$ cat src/rtl/uart_rx_pkg.sv
package uart_rx_pkg;

  typedef enum logic [1:0] {
    RX_IDLE,
    RX_START,
    RX_DATA,
    RX_STOP
  } rx_state_t;

  function automatic logic maj3(input logic a, input logic b, input logic c);
    return (a & b) | (a & c) | (b & c);
  endfunction

endpackage

$ cat src/rtl/uart_rx_sync.sv
module uart_rx_sync (
  input  logic clk,
  input  logic rst_n,
  input  logic line_in,
  output logic line_s,
  output logic line_fall
);
  logic s1_q, s2_q, s3_q;

  always_ff @(posedge clk or negedge rst_n) begin
    if (!rst_n) begin
      s1_q <= 1'b1;
      s2_q <= 1'b1;
      s3_q <= 1'b1;
    end else begin
      s1_q <= line_in;
      s2_q <= s1_q;
      s3_q <= s2_q;
    end
  end

  assign line_s    = s2_q;
  assign line_fall = s3_q & ~s2_q;
endmodule

$ cat src/rtl/uart_rx_tick.sv
module uart_rx_tick #(
  parameter int DIV_W = 8
) (
  input  logic             clk,
  input  logic             rst_n,
  input  logic [DIV_W-1:0] div,
  input  logic             restart,
  output logic             tick
);
  logic [DIV_W-1:0] cnt_q, cnt_n;
  logic             wrap;

  assign wrap = (cnt_q == div);
  assign tick = wrap & ~restart;

  always_comb begin
    if (restart || wrap) cnt_n = '0;
    else                 cnt_n = cnt_q + 1'b1;
  end

  always_ff @(posedge clk or negedge rst_n) begin
    if (!rst_n) cnt_q <= '0;
    else        cnt_q <= cnt_n;
  end
endmodule

$ cat src/rtl/uart_rx_frame.sv
module uart_rx_frame
  import uart_rx_pkg::*;
#(
  parameter int DATA_W  = 8,
  parameter int OS_RATE = 16
) (
  input  logic              clk,
  input  logic              rst_n,
  input  logic              rx_s,
  input  logic              rx_fall,
  input  logic              tick,
  output logic              restart,
  output logic              done,
  output logic [DATA_W-1:0] dout,
  output logic              ferr
);
  localparam int OSW = $clog2(OS_RATE);
  localparam int IW  = $clog2(DATA_W);
  localparam logic [OSW-1:0] OS_MID  = OSW'(OS_RATE / 2 - 1);
  localparam logic [OSW-1:0] OS_V0   = OSW'(OS_RATE - 3);
  localparam logic [OSW-1:0] OS_V1   = OSW'(OS_RATE - 2);
  localparam logic [OSW-1:0] OS_END  = OSW'(OS_RATE - 1);
  localparam logic [IW-1:0]  IDX_END = IW'(DATA_W - 1);

  rx_state_t         st_q, st_n;
  logic [OSW-1:0]    os_q, os_n;
  logic [IW-1:0]     idx_q, idx_n;
  logic              v0_q, v0_n, v1_q, v1_n;
  logic [DATA_W-1:0] sh_q, sh_n;
  logic              done_q, done_n, ferr_q, ferr_n;
  logic              vote;

  assign vote = maj3(v0_q, v1_q, rx_s);

  always_comb begin
    st_n    = st_q;
    os_n    = os_q;
    idx_n   = idx_q;
    v0_n    = v0_q;
    v1_n    = v1_q;
    sh_n    = sh_q;
    ferr_n  = ferr_q;
    done_n  = 1'b0;
    restart = 1'b0;
    case (st_q)
      RX_IDLE: begin
        if (rx_fall) begin
          st_n    = RX_START;
          os_n    = '0;
          restart = 1'b1;
        end
      end
      RX_START: begin
        if (tick) begin
          if (os_q == OS_MID) begin
            if (!rx_s) begin
              st_n  = RX_DATA;
              os_n  = '0;
              idx_n = '0;
            end else begin
              st_n = RX_IDLE;
            end
          end else begin
            os_n = os_q + 1'b1;
          end
        end
      end
      RX_DATA, RX_STOP: begin
        if (tick) begin
          os_n = os_q + 1'b1;
          if (os_q == OS_V0) v0_n = rx_s;
          if (os_q == OS_V1) v1_n = rx_s;
          if (os_q == OS_END) begin
            if (st_q == RX_DATA) begin
              sh_n = {vote, sh_q[DATA_W-1:1]};
              if (idx_q == IDX_END) st_n = RX_STOP;
              else                  idx_n = idx_q + 1'b1;
            end else begin
              done_n = 1'b1;
              ferr_n = ~vote;
              st_n   = RX_IDLE;
            end
          end
        end
      end
      default: st_n = RX_IDLE;
    endcase
  end

  always_ff @(posedge clk or negedge rst_n) begin
    if (!rst_n) begin
      st_q   <= RX_IDLE;
      os_q   <= '0;
      idx_q  <= '0;
      v0_q   <= 1'b1;
      v1_q   <= 1'b1;
      sh_q   <= '0;
      done_q <= 1'b0;
      ferr_q <= 1'b0;
    end else begin
      st_q   <= st_n;
      os_q   <= os_n;
      idx_q  <= idx_n;
      v0_q   <= v0_n;
      v1_q   <= v1_n;
      sh_q   <= sh_n;
      done_q <= done_n;
      ferr_q <= ferr_n;
    end
  end

  assign done = done_q;
  assign dout = sh_q;
  assign ferr = ferr_q;
endmodule

$ cat src/rtl/uart_rx_qual.sv
module uart_rx_qual #(
  parameter int DIV_W       = 8,
  parameter int QUAL_TICKS  = 14,
  parameter int EXTRA_CLKS  = 3
) (
  input  logic             clk,
  input  logic             rst_n,
  input  logic [DIV_W-1:0] div,
  input  logic             load,
  output logic             fire
);
  localparam int CW = DIV_W + $clog2(QUAL_TICKS + 1) + 2;

  logic [CW-1:0] cnt_q, cnt_n, div_ext, span;

  assign div_ext = {{(CW-DIV_W){1'b0}}, div};
  assign span    = (div_ext + 1'b1) * CW'(QUAL_TICKS) + CW'(EXTRA_CLKS);
  assign fire    = (cnt_q == CW'(1));

  always_comb begin
    if (load)             cnt_n = span;
    else if (cnt_q != '0) cnt_n = cnt_q - 1'b1;
    else                  cnt_n = cnt_q;
  end

  always_ff @(posedge clk or negedge rst_n) begin
    if (!rst_n) cnt_q <= '0;
    else        cnt_q <= cnt_n;
  end
endmodule

$ cat src/rtl/uart_rx_dbuf.sv
module uart_rx_dbuf #(
  parameter int DATA_W   = 8,
  parameter int DIV_W    = 8,
  parameter int OS_RATE  = 16,
  parameter int QUAL_NUM = 7,
  parameter int QUAL_DEN = 8,
  parameter int SYNC_PAD = 3
) (
  input  logic              clk,
  input  logic              rst_n,
  input  logic [DIV_W-1:0]  baud_div,
  input  logic              rx_in,
  input  logic              rd_strobe,
  input  logic              err_clr,
  output logic [DATA_W-1:0] rx_data,
  output logic              rx_ready,
  output logic              rx_irq,
  output logic              overrun_err,
  output logic              framing_err
);
  localparam int QUAL_TICKS = OS_RATE * QUAL_NUM / QUAL_DEN;

  logic              rx_s, rx_fall, tick, restart;
  logic              frame_done, frame_ferr, qual_fire;
  logic [DATA_W-1:0] frame_byte;

  logic [DATA_W-1:0] data_q, data_n;
  logic              rdy_q, rdy_n, irq_q, irq_n, ovr_q, ovr_n, fe_q, fe_n;

  uart_rx_sync u_sync (
    .clk(clk), .rst_n(rst_n), .line_in(rx_in), .line_s(rx_s), .line_fall(rx_fall)
  );

  uart_rx_tick #(.DIV_W(DIV_W)) u_tick (
    .clk(clk), .rst_n(rst_n), .div(baud_div), .restart(restart), .tick(tick)
  );

  uart_rx_frame #(.DATA_W(DATA_W), .OS_RATE(OS_RATE)) u_frame (
    .clk(clk), .rst_n(rst_n), .rx_s(rx_s), .rx_fall(rx_fall), .tick(tick),
    .restart(restart), .done(frame_done), .dout(frame_byte), .ferr(frame_ferr)
  );

  uart_rx_qual #(.DIV_W(DIV_W), .QUAL_TICKS(QUAL_TICKS), .EXTRA_CLKS(SYNC_PAD)) u_qual (
    .clk(clk), .rst_n(rst_n), .div(baud_div), .load(frame_done), .fire(qual_fire)
  );

  always_comb begin
    data_n = frame_done ? frame_byte : data_q;

    rdy_n = rdy_q;
    if (rd_strobe)  rdy_n = 1'b0;
    if (frame_done) rdy_n = 1'b1;

    irq_n = irq_q;
    if (qual_fire && rdy_q) irq_n = 1'b1;
    if (rd_strobe)          irq_n = 1'b0;

    ovr_n = ovr_q;
    if (err_clr)                             ovr_n = 1'b0;
    if (frame_done && rdy_q && !rd_strobe)   ovr_n = 1'b1;

    fe_n = fe_q;
    if (err_clr)                  fe_n = 1'b0;
    if (frame_done && frame_ferr) fe_n = 1'b1;
  end

  always_ff @(posedge clk or negedge rst_n) begin
    if (!rst_n) begin
      data_q <= '0;
      rdy_q  <= 1'b0;
      irq_q  <= 1'b0;
      ovr_q  <= 1'b0;
      fe_q   <= 1'b0;
    end else begin
      data_q <= data_n;
      rdy_q  <= rdy_n;
      irq_q  <= irq_n;
      ovr_q  <= ovr_n;
      fe_q   <= fe_n;
    end
  end

  assign rx_data     = data_q;
  assign rx_ready    = rdy_q;
  assign rx_irq      = irq_q;
  assign overrun_err = ovr_q;
  assign framing_err = fe_q;
endmodule

$ cat config.mk
export PLATFORM = sky130hd
export DESIGN_NAME = uart_rx_dbuf
export DESIGN_NICKNAME = d
export VERILOG_FILES = /design/src/rtl/uart_rx_pkg.sv /design/src/rtl/uart_rx_sync.sv /design/src/rtl/uart_rx_tick.sv /design/src/rtl/uart_rx_frame.sv /design/src/rtl/uart_rx_qual.sv /design/src/rtl/uart_rx_dbuf.sv
export SDC_FILE = /design/constraint.sdc
export NUM_CORES = 1
export LEC_CHECK = 0
export ABC_AREA = 1
export ABC_CLOCK_PERIOD_IN_PS = 2400
export BUFFER_PORTS_ARGS = -buffer_cell sky130_fd_sc_hd__buf_2
export CORE_MARGIN = 5
export CORE_UTILIZATION = 40
export DETAILED_ROUTE_END_ITERATION = 16
export PLACE_DENSITY_LB_ADDON = 0.25
export SETUP_SLACK_MARGIN = 0.15
export SLEW_MARGIN = 20
export SYNTH_ARGS = -nofsm -noshare
export SYNTH_HDL_FRONTEND = slang
export SYNTH_SLANG_ARGS = --single-unit
$ cat constraint.sdc
create_clock -name clk -period 2.4 [get_ports clk]
set_input_delay 0.72 -clock clk [delete_from_list [all_inputs] [get_ports clk]]
set_output_delay 0.72 -clock clk [all_outputs]
set_load 0.01 [all_outputs]
[Word-level counts from Yosys, hierarchy flattened]
Cells that the tools add are included.
Widths: inputs -> output; s select.
Cells by class
  bitwise gates (word level): 11
  shift operators: 0
  equality and inequality tests: 20
  multiplexer cells: 39
  $lt $le $gt $ge: 0
  multipliers: 1
  reduce and logical (&&, ||, !) cells: 22
  add/sub/neg operators: 6
  divide/modulo/power cells: 0
Operators with widths (count)
  $mux 14: 2
  $mux 3: 7
  $mux 4: 5
  $mux 2: 8
  $add 14x2->14 const B: 1
  $eq 14x1->1 const B: 1
  $mul 14x3->13 const B: 1
  $reduce_bool 14->1: 1
  $sub 14x1->14 const B: 1
  $mux 1: 13
  $eq 4x4->1 const B: 3
  $pmux 4 s3: 1
  $reduce_and 4->1: 3
  $reduce_bool 2->1: 6
  $ne 2x2->1 const B: 5
  $add 8x1->9 const B: 1
  $add 8x1->8 const B: 1
  $eq 8x8->1: 1
  $mux 8: 1
  $reduce_and 8->1: 1
  $ne 2x1->1 const B: 3
  $ne 3x3->1 const B: 2
  $pmux 2 s3: 1
  $pmux 3 s2: 1
  16 further kinds: 29
Word-level totals
  output and inout bits: 12
  bits in latches: 0
  memory bits (writable): 0
  bits in read-only memories: 0
  memories: 0
  register bits after elaboration: 58

[Longest topological paths before layout]
Gate-level depths: netlist of the first run.
  word-level depth: 8
  depth in mapped cells: 22
  depth with buffers taken out: 22

[Hierarchy]
Synthesis of the first run repeated with hierarchy kept, for this count alone.
Unflattened totals
  cell total of the unflattened synthesis: 558
  area total of the unflattened synthesis: 4226.6 um^2
Modules (own cells, without submodules)
  uart_rx_qual: area each 1965.6 um^2, cells each 292, sequential area each 350.3 um^2, instances 1
  uart_rx_frame: area each 1196.1 um^2, cells each 139, sequential area each 528.0 um^2, instances 1
  uart_rx_tick: area each 514.2 um^2, cells each 71, sequential area each 200.2 um^2, instances 1
  uart_rx_dbuf: area each 461.7 um^2, cells each 51, sequential area each 300.3 um^2, instances 1
  uart_rx_sync: area each 88.8 um^2, cells each 5, sequential area each 78.8 um^2, instances 1

[Worst setup path after synthesis of the first run]
OpenSTA, ideal clock, no wires.
  path kind: input-to-reg
  start point: input baud_div[0]
  end point: register u_qual.cnt_q[11]
  buffers on the path: 0
  setup time: 123 ps
  stages on the path: 22
  data arrival time: 3175 ps
  path slack: -898 ps
  data required time: 2277 ps
  cells stage by stage: ha_1 > nand3_1 > nor2_1 > nand2_1 > xor2_1 > xnor2_1 > inv_1 > ha_1 > a21o_1 > ha_1 > nand2_1 > inv_1 > a21oi_1 > nand2_1 > nand2_1 > nand2_1 > inv_1 > nand2_1 > nor2_1 > nand2_1 > nand2_1 > a21oi_1
On the way
  word-level cells in the longest chain between the ends: 4
Ends and longest elaborated chain
  start: declaration: RTL line uart_rx_dbuf.sv:11  | input logic [DIV_W-1:0] baud_div,
  $add 8x1->9: RTL line uart_rx_qual.sv:17  | assign span = (div_ext + 1'b1) * CW'(QUAL_TICKS) + CW'(EXTRA_CLKS);
  $mul 14x3->13: RTL line uart_rx_qual.sv:17
  $add 14x2->14: RTL line uart_rx_qual.sv:17
  $mux 14: RTL line uart_rx_qual.sv:21  | if (load) cnt_n = span;
  end signal: assignment: RTL line uart_rx_qual.sv:28  | else cnt_q <= cnt_n;
  end: declaration: RTL line uart_rx_qual.sv:14  | logic [CW-1:0] cnt_q, cnt_n, div_ext, span;
Every way passes these cells.
A chain may end at the register's enable or synchronous reset.

[Final worst setup path of the first run]
Ends and elaborated chain as after synthesis.

==> summary.md, run 1 <==
| Metric | Value |
|---|---|
| Largest net degree at the start of global routing | `53` |
| Seq/Total Area, Yosys | `0.363` |
| Non-filler instance count after layout | `751` |
| Final Slew Violations | `0` |
| Max-Cap Viols | `0` |
| Final wirelength | `8660 um` |
| IO buf count | `24` |
| Outcome | `finished, violations left` |
| Fin. Hold Viols | `0` |
| CP Max Fanout | `4` |
| Async SR Flop Fraction | `1.00` |
| Synth Area in Adders | `0.0935` |
| Mux contribution to synthesized area | `0` |
| #FFs+latches synth | `58` |
| RSZ-0062 raised after global routing | `true` |
| Synth Area in Simple Gates | `0.310` |
| Critical path capture point type | `flip-flop` |
| TNS Setup | `-4.98 ns` |
| Average routed wire per standard cell | `11.5 um` |
| Synth Flop Type | `dfrtp_1` |
| HPWL after DPL | `6340 um` |
| Starting Density | `0.411` |
| Post-route cell area | `0.00530 mm^2` |
| Gr usage total | `0.156` |
| Cell area after synthesis | `0.00401 mm^2` |
| Die area | `0.0121 mm^2` |
| Critical path class | `input pin to flip-flop` |
| DR pass1 iterations | `4` |
| CTS tree | `done` |
| Post-route ant nets | `0` |
| First-pass GRT wire length | `15200 um` |
| XOR/XNOR Fraction of Synth Area | `0.0717` |
| CTS H-Tree Depth | `3` |
| LEAKAGE | `2.73 nW` |
| Final WS setup | `-0.632 ns` |
| Unique masters post-synth | `44` |
| Clock Root Buffer | `clkbuf_8` |
| Final clock skew | `0.0129 ns` |
| Yosys warns | `0` |
| FMAX | `0.330 GHz` |
| Antenna cells | `0` |
| Clock buffer depth | `2` |
| Critical path origin | `baud_div[0]` |
| Residual DRC | `0` |
| Count leader, synth | `nand2_1` |
| Peak supply drop | `0.465 mV` |
| Layout Nets | `654` |
| Synthesized area per cell | `7.53 um^2` |
| Post-Synthesis Cells | `533` |
| CTS clk-pin slew, worst paths | `0.07 ns` |
| Power density cells | `804 mW/mm^2` |
| Final setup fails | `10` |
| Hold Buf Count CTS | `0` |
| Area grow syn2layout | `32.0%` |
| DIE WIDTH | `110 um` |
| Global route total overflow | `0` |
| Iter 0 DRT Violations | `117` |
| Top Ports | `25` |
| Area after DPL | `0.00476 mm^2` |
| Rows | `36` |
| Post-synth top area share | `0.331` |
| Final worst-path cycle share | `1.26` |
| Relative slew slack | `0.690` |
| Fin crit period | `3.03 ns` |
| Synth top cells by count | `nand2_1 (157), inv_1 (74), dfrtp_1 (53)` |
| Post-Place Cells | `728` |
| Clock sinks | `58` |
| Post-synth EDFFs | `0` |
| Area leader, netlist | `dfrtp_1` |
| Worst-Margin Slew | `0.461 ns` |
| R2r startpoint | `u_qual.cnt_q[0]$_DFFE_PN0P_` |
| Routability congestion estimate | `0.820` |
| Worst Path Required | `2.67 ns` |
| Compound-cell area share of the yosys netlist | `0.0751` |
| Post-synth net total | `574` |
| Hold Crit Class | `input pin to asynchronous set/reset pin` |
| Vias in the first global route | `3465` |
| Largest cells by area after synthesis | `dfrtp_1 (33%), nand2_1 (15%), ha_1 (8.1%), inv_1 (6.9%), nand3_1 (4.0%)` |
| Core area | `0.00977 mm^2` |
| CTS buffer count | `9` |
| Chip height | `110 um` |
| CP Launch Type | `input pin` |
| Clk_lat worst skew | `0.34 ns` |
| Critical path arrival | `3.30 ns` |
| Failing checks | `negative setup slack` |
| Main combinational cell family by area after synthesis | `simple AND/OR/NAND/NOR gates` |
| Routed vias | `3494` |
| Share of layout cells above drive strength 1 | `0.290` |
| Initial antenna violation count | `0` |
| Drt via density | `4.65` |
==> placed cells by master, fill, tap and decap left out, drive strengths merged, types with 4 or more instances in the layout <==
master,netlist,final
dfstp,5,5
buf,3,75
clkinv,1,4
ha,26,26
nand3b,4,4
nor3,8,8
xor2,17,17
clkbuf,3,9
a21o,5,5
nand3,36,36
o21ai,16,16
dfrtp,53,53
nand4,6,6
nor2,52,52
a21oi,18,18
nand2,161,161
xnor2,15,15
inv,81,82
==> critical path, stage by stage <==
cell and delay, ns:
buf_12 0.09, ha_4 0.17, nand3_4 0.10, nor2_4 0.11
nand2_2 0.08, xor2_2 0.24, xnor2_1 0.14, inv_1 0.08
ha_4 0.15, a21o_1 0.18, ha_4 0.27, nand2_4 0.07
inv_2 0.04, a21oi_2 0.15, nand2_1 0.07, nand2_1 0.08
nand2_2 0.08, inv_2 0.07, nand2_2 0.07, o21ai_1 0.14
nand2_1 0.09, a21oi_2 0.12
==> kinds of logic after synthesis <==
kind of cell	count (synthesis)
xor+xnor	32
compound gates	51
simple gates	275
flops	58
fa+ha+maj	29
buf+inv	88
==> through the flow <==
step,total power [mW],hold slack (ns),utilization,worst slack [ns]
2_1_floorplan,2.52,0.345,-,-0.761
3_3_place_gp,2.90,0.347,0.487,-1.05
3_5_place_dp,2.95,0.348,0.487,-1.10
4_1_cts,4.18,0.211,0.529,-0.575
5_1_grt,4.61,0.204,0.542,-0.783
6_report,4.26,0.220,0.542,-0.632
==> state kept, by name, summed over array words and instances (netlist names), named ones only <==
signal         flops
u_qual.cnt_q      14
rx_data            8
u_frame.dout       8
u_tick.cnt_q       8
u_frame.os_q       4
u_frame.idx_q      3
framing_err        1
overrun_err        1
rx_irq             1
rx_ready           1
u_frame.done       1
u_frame.ferr       1
u_frame.st_q       1
u_frame.v0_q       1
u_frame.v1_q       1
u_sync.line_s      1
u_sync.s1_q        1
u_sync.s3_q        1
==> cell type report <==
cell class,count,area [um^2]
Multi-Input combinational cell,387,2540
Inverter,82,313
Timing Repair Buffer,75,566
Sequential cell,58,1460
Clock buffer,9,124
Fill cell,903,4480
Clock inverter,7,125
Tap cell,133,166
==> path summary, 6_finish.rpt <==
check	slack, ns	end	depth (start not counted)
worst max-delay path	-0.63	u_qual.cnt_q[11]$_DFFE_PN0P_	22
worst min-delay path	0.22	u_qual.cnt_q[13]$_DFFE_PN0P_	1
worst max register to register	0.48	u_qual.cnt_q[8]$_DFFE_PN0P_	11
worst min register to register	0.36	u_sync.line_s$_DFF_PN1_	0
max in group asynchronous	1.60	u_frame.v1_q$_DFFE_PN1P_	2
min in group clk	0.36	u_sync.line_s$_DFF_PN1_	0
==> per-layer routing <==
metal	GRT usage	up-vias	wire length (um)
met4	0.0510	0	141
met3	0.0349	13	306
met5	0	-	0
met1	0.208	1584	4000
li1	-	1847	-
met2	0.253	50	4210
==> power breakdown <==
part           internal [mW]  switching (mW)
combinational          0.771           0.982
sequential              1.17           0.210
clock                  0.698           0.425
total                   2.64            1.62
==> what timing repair did <==
action	in CTS	in global routing
endpoints found under the setup margin	10	10
pin swaps	40	27
gates resized for setup	29	29
buffers inserted	6	1
(Power assumes the default switching activity.)
==> run 2: changes to the inputs <==
--- a/config.mk
+++ b/config.mk
@@ -12,6 +12,7 @@
 export CORE_UTILIZATION = 40
 export DETAILED_ROUTE_END_ITERATION = 16
 export PLACE_DENSITY_LB_ADDON = 0.25
+export RECOVER_POWER = 50
 export SETUP_SLACK_MARGIN = 0.15
 export SLEW_MARGIN = 20
 export SYNTH_ARGS = -nofsm -noshare
==> summary.md, run 2 (synthesis results as in run 1) <==
| Metric | Value |
|---|---|
| Outcome | `finished, violations left` |
| Failing checks | `negative setup slack` |
| Post-route ant nets | `0 (unchanged)` |
| Die area | `0.0121 mm^2 (unchanged)` |
| First-pass GRT wire length | `15200 um (unchanged)` |
| Share of layout cells above drive strength 1 | `0.286 (-0.00324)` |
| Area after DPL | `0.00476 mm^2 (unchanged)` |
| Starting Density | `0.411 (unchanged)` |
| Hold Crit Class | `input pin to asynchronous set/reset pin` |
| Largest net degree at the start of global routing | `53 (unchanged)` |
| Clock Root Buffer | `clkbuf_8` |
| Worst-Margin Slew | `1.24 ns (+0.778 ns)` |
| Fillers | `905 (+0.22%)` |
| Final clock skew | `0.0129 ns (+0.0000182 ns)` |
| RSZ-0062 raised after global routing | `true` |
| Fin. Hold Viols | `0 (unchanged)` |
| Final wirelength | `8640 um (-0.23%)` |
| Chip height | `110 um (unchanged)` |
| R2R cell count | `11 (unchanged)` |
| Final WS setup | `-0.631 ns (+0.000291 ns)` |
| Rows | `36 (unchanged)` |
| Clock sinks | `58 (unchanged)` |
| Critical path capture point type | `flip-flop` |
| Relative slew slack | `0.174 (-0.516)` |
| Final worst-path cycle share | `1.26 (about the same)` |
| Global route total overflow | `0 (unchanged)` |
| Power density cells | `805 mW/mm^2 (+0.19%)` |
| Worst Path Required | `2.67 ns (about the same)` |
| CP Max Fanout | `4 (unchanged)` |
| Gr usage total | `0.156 (unchanged)` |
| Peak supply drop | `0.465 mV (about the same)` |
| Max-Cap Viols | `0 (unchanged)` |
| Most frequent cells in the layout | `nand2_1 (146), inv_1 (67), dfrtp_1 (53)` |
| FMAX | `0.330 GHz (about the same)` |
| Initial antenna violation count | `0 (unchanged)` |
| HPWL after DPL | `6340 um (unchanged)` |
| Top Ports | `25 (unchanged)` |
| Leading cell type in the layout, fill and taps excluded | `nand2_1` |
| Critical path class | `input pin to flip-flop` |
| IO buf count | `24 (unchanged)` |
| Clk_lat worst skew | `0.34 ns (about the same)` |
| Final core occ | `0.540 (-0.00166)` |
| Routed vias | `3491 (-0.086%)` |
| Drt via density | `4.65 (about the same)` |
| Area grow syn2layout | `31.6%` |
| Fin crit period | `3.03 ns (-0.000291 ns)` |
| CTS tree | `done` |
| Clock buffer depth | `2 (unchanged)` |
| Residual DRC | `0 (unchanged)` |
| CTS H-Tree Depth | `3 (unchanged)` |
| Final Slew Violations | `0 (unchanged)` |
| Largest Register | `u_qual.cnt_q` |
| Average routed wire per standard cell | `11.5 um (-0.23%)` |
| Iter 0 DRT Violations | `112 (-4.3%)` |
| CTS buffer count | `9 (unchanged)` |
| DIE WIDTH | `110 um (unchanged)` |
| CP Launch Type | `input pin` |
| Post-route cell area | `0.00528 mm^2 (-0.31%)` |
| Critical path arrival | `3.30 ns (about the same)` |
| Routability congestion estimate | `0.820 (unchanged)` |
| DR pass1 iterations | `4 (unchanged)` |
| LEAKAGE | `2.72 nW (-0.31%)` |
| Max reg flops | `14 (unchanged)` |
| Layout Nets | `654 (unchanged)` |
| Vias in the first global route | `3465 (unchanged)` |
| Core area | `0.00977 mm^2 (unchanged)` |
| CTS clk-pin slew, worst paths | `0.07 ns (about the same)` |
| Antenna cells | `0 (unchanged)` |
| Power Total | `4.25 mW (-0.12%)` |
| Final setup fails | `10 (unchanged)` |
==> run 2: what timing repair did <==
action | 4_1_cts | 5_1_grt
pin swaps | 40 | 27
setup endpoints to repair | 10 | 10
hold buffers | 0 | 0
setup buffers | 6 | 1
endpoints found under the hold margin | 0 | 0
gates resized for setup | 29 | 29
==> run 2: per-layer routing <==
| layer | routed length [um] | share of wire | vias up | global-route usage |
|---|---|---|---|---|
| met5 | 0 | 0 | - | 0 |
| met4 | 141 | 0.016 | 0 | 0.0510 |
| met3 | 306 | 0.035 | 13 | 0.0349 |
| met2 | 4210 | 0.49 | 50 | 0.253 |
| met1 | 3980 | 0.46 | 1581 | 0.208 |
| li1 | - | - | 1847 | - |
==> run 2: critical path, cell delays in order <==
cell and delay, ns:
buf_12 0.09, ha_4 0.17, nand3_4 0.10, nor2_4 0.11, nand2_2 0.08, xor2_2 0.24
xnor2_1 0.14, inv_1 0.08, ha_4 0.15, a21o_1 0.18, ha_4 0.27, nand2_4 0.07
inv_2 0.04, a21oi_2 0.15, nand2_1 0.07, nand2_1 0.08, nand2_2 0.08, inv_2 0.07
nand2_2 0.07, o21ai_1 0.14, nand2_1 0.09, a21oi_2 0.12
==> run 2: final timing paths <==
path / startpoint / to / slack (ns)
worst min register to register: u_sync.s1_q$_DFF_PN1_ / u_sync.line_s$_DFF_PN1_ / 0.36
worst min-delay path: rst_n / u_qual.cnt_q[13]$_DFFE_PN0P_ / 0.27
max in group asynchronous: rst_n / u_frame.os_q[3]$_DFFE_PN0P_ / 0.60
worst max register to register: u_qual.cnt_q[0]$_DFFE_PN0P_ / u_qual.cnt_q[8]$_DFFE_PN0P_ / 0.48
worst max-delay path: baud_div[0] / u_qual.cnt_q[11]$_DFFE_PN0P_ / -0.63
min in group clk: u_sync.s1_q$_DFF_PN1_ / u_sync.line_s$_DFF_PN1_ / 0.36
==> run 2: final cells by class <==
type / count / area (um^2) / share of cell area
Clock buffer: 9 / 124 / 0.0235
Clock inverter: 7 / 125 / 0.0237
Tap cell: 133 / 166 / 0.0315
Timing Repair Buffer: 75 / 549 / 0.104
Inverter: 82 / 313 / 0.0592
Sequential cell: 58 / 1460 / 0.276
Multi-Input combinational cell: 387 / 2540 / 0.482
==> run 2: power breakdown <==
group	internal, mW	switching, mW
clock network	0.698	0.425
registers	1.17	0.210
logic	0.768	0.980
total	2.64	1.62
==> run 2: per-stage QoR <==
step           TNS (ns)  instances  hold WS [ns]  setup slack (ns)
4_1_cts           -4.68        750         0.211            -0.575
3_3_place_gp      -8.89        728         0.347             -1.05
3_5_place_dp      -9.23        728         0.348             -1.10
6_report          -4.97        751         0.267            -0.631
5_1_grt           -6.37        751         0.276            -0.783
2_1_floorplan     -6.02        533         0.345            -0.761
==> run 3: changes to the inputs <==
--- a/config.mk
+++ b/config.mk
@@ -17,4 +17,5 @@
 export SLEW_MARGIN = 20
 export SYNTH_ARGS = -nofsm -noshare
 export SYNTH_HDL_FRONTEND = slang
+export SYNTH_HIERARCHICAL = 1
 export SYNTH_SLANG_ARGS = --single-unit
==> summary.md, run 3 <==
| Metric | Value |
|---|---|
| Outcome | `finished, violations left` |
| Failing checks | `negative setup slack` |
| CP Cell Sequence | `buf_8 -> ha_4 -> nand2_4 -> nor2_4 -> nand3_4 -> xor2_4 -> xnor2_1 -> inv_1 -> ha_4 -> a21o_1 -> ha_4 -> nand2_4 -> inv_2 -> a21oi_2 -> nand2_1 -> nand2_1 -> nand2_2 -> buf_4 -> xor2_1 -> nand2_1 -> nand3_1 -> inv_2` |
| Cell area after synthesis | `0.00423 mm^2 (+5.3%)` |
| TNS Setup | `-4.92 ns (+0.0533 ns)` |
| M2 GR Usage | `0.250 (-0.00299)` |
| WP depth | `22 (unchanged)` |
| CP endpoint | `u_qual/cnt_q[10]$_DFFE_PN0P_` |
| GRT met3 Usage | `0.0396 (+0.00463)` |
| IO buf count | `24 (unchanged)` |
| Core area | `0.0103 mm^2 (+5.6%)` |
| Rows | `37 (+2.8%)` |
| Switch share | `0.401 (+0.0215)` |
| Worst Path Required | `2.63 ns (-0.04 ns)` |
| Relative slew slack | `0.0541 (-0.120)` |
| Power Internal | `2.36 mW (-11%)` |
| M1 GR Usage | `0.172 (-0.0355)` |
| Peak supply drop | `0.345 mV (-26%)` |
| Post-synth EDFFs | `0 (unchanged)` |
| Layout Nets | `687 (+5.0%)` |
| Synthesized area per cell | `7.57 um^2 (+0.61%)` |
| Synth Flop Type | `dfrtp_1` |
| Chip height | `113 um (+2.4%)` |
| Async SR Flop Fraction | `1.00 (unchanged)` |
| Seq. cell area | `0.00146 mm^2 (unchanged)` |
| Clk_lat worst skew | `0.33 ns (about the same)` |
| Critical path capture point type | `flip-flop` |
| Max-Cap Viols | `0 (unchanged)` |
| Clock power frac | `0.198 (-0.066)` |
| Average routed wire per standard cell | `11.4 um (-0.91%)` |
| Clock Root Buffer | `clkbuf_8` |
| First-pass GRT wire length | `15300 um (+0.68%)` |
| Final Slew Violations | `0 (unchanged)` |
| Synth Area in Simple Gates | `0.322 (+0.0124)` |
| Max reg flops | `14 (unchanged)` |
| CP Launch Type | `input pin` |
| Largest cells by area after synthesis | `dfrtp_1 (31%), nand2_1 (14%), ha_1 (7.7%), inv_1 (6.9%), nand3_1 (4.1%)` |
| Hold Buf Count CTS | `0 (unchanged)` |
| Number of buffers and inverters on the critical path | `5 (+1)` |
| Gr usage total | `0.142 (-0.0145)` |
| XOR/XNOR Fraction of Synth Area | `0.0716 (-0.0000781)` |
| Final wirelength | `8970 um (+3.8%)` |
| Power density cells | `693 mW/mm^2 (-14%)` |
| Seq/Total Area, Yosys | `0.345 (-0.0184)` |
| Fillers | `921 (+1.8%)` |
| HPWL after DPL | `6420 um (+1.2%)` |
| Die area | `0.0127 mm^2 (+4.8%)` |
| Largest net degree at the start of global routing | `59 (+11%)` |
| Iter 0 DRT Violations | `142 (+27%)` |
| Synth top cells by count | `nand2_1 (160), inv_1 (78), dfrtp_1 (53)` |
| Post-synth top area share | `0.314 (-0.0167)` |
| DIE WIDTH | `113 um (+2.4%)` |
| Largest Register | `u_qual/cnt_q` |
| Final clock skew | `0.00937 ns (-0.00350 ns)` |
| CP Max Fanout | `4 (unchanged)` |
| Compound-cell area share of the yosys netlist | `0.0817 (+0.00656)` |
| Post-Synthesis Cells | `558 (+4.7%)` |
| CP top delay family | `simple AND/OR/NAND/NOR gates` |
| Residual DRC | `0 (unchanged)` |
| Global route total overflow | `0 (unchanged)` |
| Fin crit period | `3.07 ns (+0.0412 ns)` |
| Sw Pwr | `1.58 mW (-2.2%)` |
| Main combinational cell family by area after synthesis | `simple AND/OR/NAND/NOR gates` |
| Drt via density | `4.66 (+0.29%)` |
| Routed vias | `3669 (+5.1%)` |
| Reg2Reg Setup Slack | `0.49 ns (about the same)` |
| Yosys warns | `6 (+6)` |
| CTS H-Tree Depth | `3 (unchanged)` |
| Worst-Margin Slew | `1.42 ns (+0.180 ns)` |
| Comb pwr share | `0.476 (+0.065)` |
| FMAX | `0.325 GHz (-1.3%)` |
| RSZ-0062 raised after global routing | `true` |
| Final setup fails | `9 (-1)` |
| Critical path arrival | `3.30 ns (about the same)` |
| Area leader, netlist | `dfrtp_1` |
| Slowest Stage Delay on Critical Path | `0.27 ns (about the same)` |
| Synth Area in Adders | `0.0817 (-0.0118)` |
| Critical path origin | `baud_div[0]` |
| Mux contribution to synthesized area | `0 (unchanged)` |
| Vias in the first global route | `3554 (+2.6%)` |
| Initial antenna violation count | `0 (unchanged)` |
| Post-synth net total | `598 (+4.2%)` |
| Unique masters post-synth | `41 (-6.8%)` |
| CTS clk-pin slew, worst paths | `0.07 ns (about the same)` |
| Clock sinks | `58 (unchanged)` |
| CTS tree | `done` |
| R2R Path End | `u_qual/cnt_q[7]$_DFFE_PN0P_` |
| #FFs+latches synth | `58 (unchanged)` |
| Share of layout cells above drive strength 1 | `0.376 (+0.0899)` |
| Leading cell type in the layout, fill and taps excluded | `nand2_1` |
| Final WS setup | `-0.672 ns (-0.0412 ns)` |
| Final worst-path cycle share | `1.28 (+0.0171)` |
| R2R cell count | `10 (-1)` |
| Routability congestion estimate | `0.846 (+3.3%)` |
| Clock buffer depth | `2 (unchanged)` |
| Area grow syn2layout | `34.5%` |
| Hold Crit Class | `flip-flop to flip-flop` |
| Gr busiest metal | `met2` |
| Post-route ant nets | `0 (unchanged)` |
| Top Ports | `25 (unchanged)` |
| CTS buffer count | `9 (unchanged)` |
| Hold wc startpoint | `u_sync/s1_q$_DFF_PN1_` |
| Starting Density | `0.409 (-0.00112)` |
| Dpl ws | `-1.11 ns (-0.00741 ns)` |
| Most frequent cells in the layout | `nand2_1 (136), inv_1 (69), dfrtp_1 (53)` |
| Area of the multi-input gates | `0.00290 mm^2 (+14%)` |
| CP max-delay cell | `ha_4` |
| Critical path class | `input pin to flip-flop` |
| Flop pwr share | `0.326 (about the same)` |
| Antenna cells | `0 (unchanged)` |
| LEAKAGE | `2.88 nW (+6.1%)` |
| DR pass1 iterations | `4 (unchanged)` |
| Count leader, synth | `nand2_1` |
| R2r startpoint | `u_qual/cnt_q[0]$_DFFE_PN0P_` |
| Fin. Hold Viols | `0 (unchanged)` |
==> run 3: cell families (layout without fill, tap and decap cells) <==
kind of cell,Yosys count,after routing
and+or+nand+nor,288,288
buffers and inverters,98,191
DFF,58,58
AOI/OAI and AO/OA,55,55
xor gates and xnor gates,32,32
adders and majority gates,27,27
==> run 3: stage by stage <==
stage	instance area [um^2]	utilization	instances	hold slack [ns]	power (mW)
2_1_floorplan	4470	-	558	0.345	2.47
3_3_place_gp	5020	0.487	755	0.347	2.81
3_5_place_dp	5020	0.487	755	0.348	2.85
4_1_cts	5370	0.520	774	0.356	3.73
5_1_grt	5680	0.550	787	0.369	4.25
6_report	5680	0.550	787	0.362	3.94
==> run 3: worst min-delay path by stage <==
stage	endpoint	depth (start not counted)
final	u_sync/line_s$_DFF_PN1_	0
after global routing	u_sync/line_s$_DFF_PN1_	0
after CTS	u_sync/line_s$_DFF_PN1_	0
after detailed placement	u_sync/line_s$_DFF_PN1_	0
after global placement	u_sync/line_s$_DFF_PN1_	0
after floorplan	u_sync/line_s$_DFF_PN1_	0
==> run 3: routing by layer <==
| layer | vias to the layer above | part of all wire | wire length (um) |
|---|---|---|---|
| met2 | 35 | 0.52 | 4670 |
| met5 | - | 0 | 0 |
| met4 | 0 | 0.0095 | 85 |
| li1 | 1912 | - | - |
| met1 | 1715 | 0.44 | 3930 |
| met3 | 7 | 0.032 | 285 |
==> run 3: area by class of cell <==
cell class | instances | area share
clock buffers | 12 | 0.0273
multi-input cells | 402 | 0.510
well taps | 136 | 0.0299
inverters | 91 | 0.0614
repair buffers | 85 | 0.113
clock inverters | 3 | 0.00264
flip-flops and latches | 58 | 0.256
==> run 3: power by group through the flow <==
stage          sequential (mW)  clock, mW  combinational [mW]
6_report                  1.28      0.780                1.87
5_1_grt                   1.31      0.854                2.09
4_1_cts                   1.28      0.812                1.64
3_5_place_dp              1.29          0                1.55
3_3_place_gp              1.29          0                1.52
2_1_floorplan             1.26          0                1.20
==> run 3: what timing repair did <==
item / 4_1_cts / 5_1_grt
setup buffers: 4 / 13
endpoints found under the setup margin: 11 / 12
resized for setup: 30 / 58
pin swaps: 27 / 35
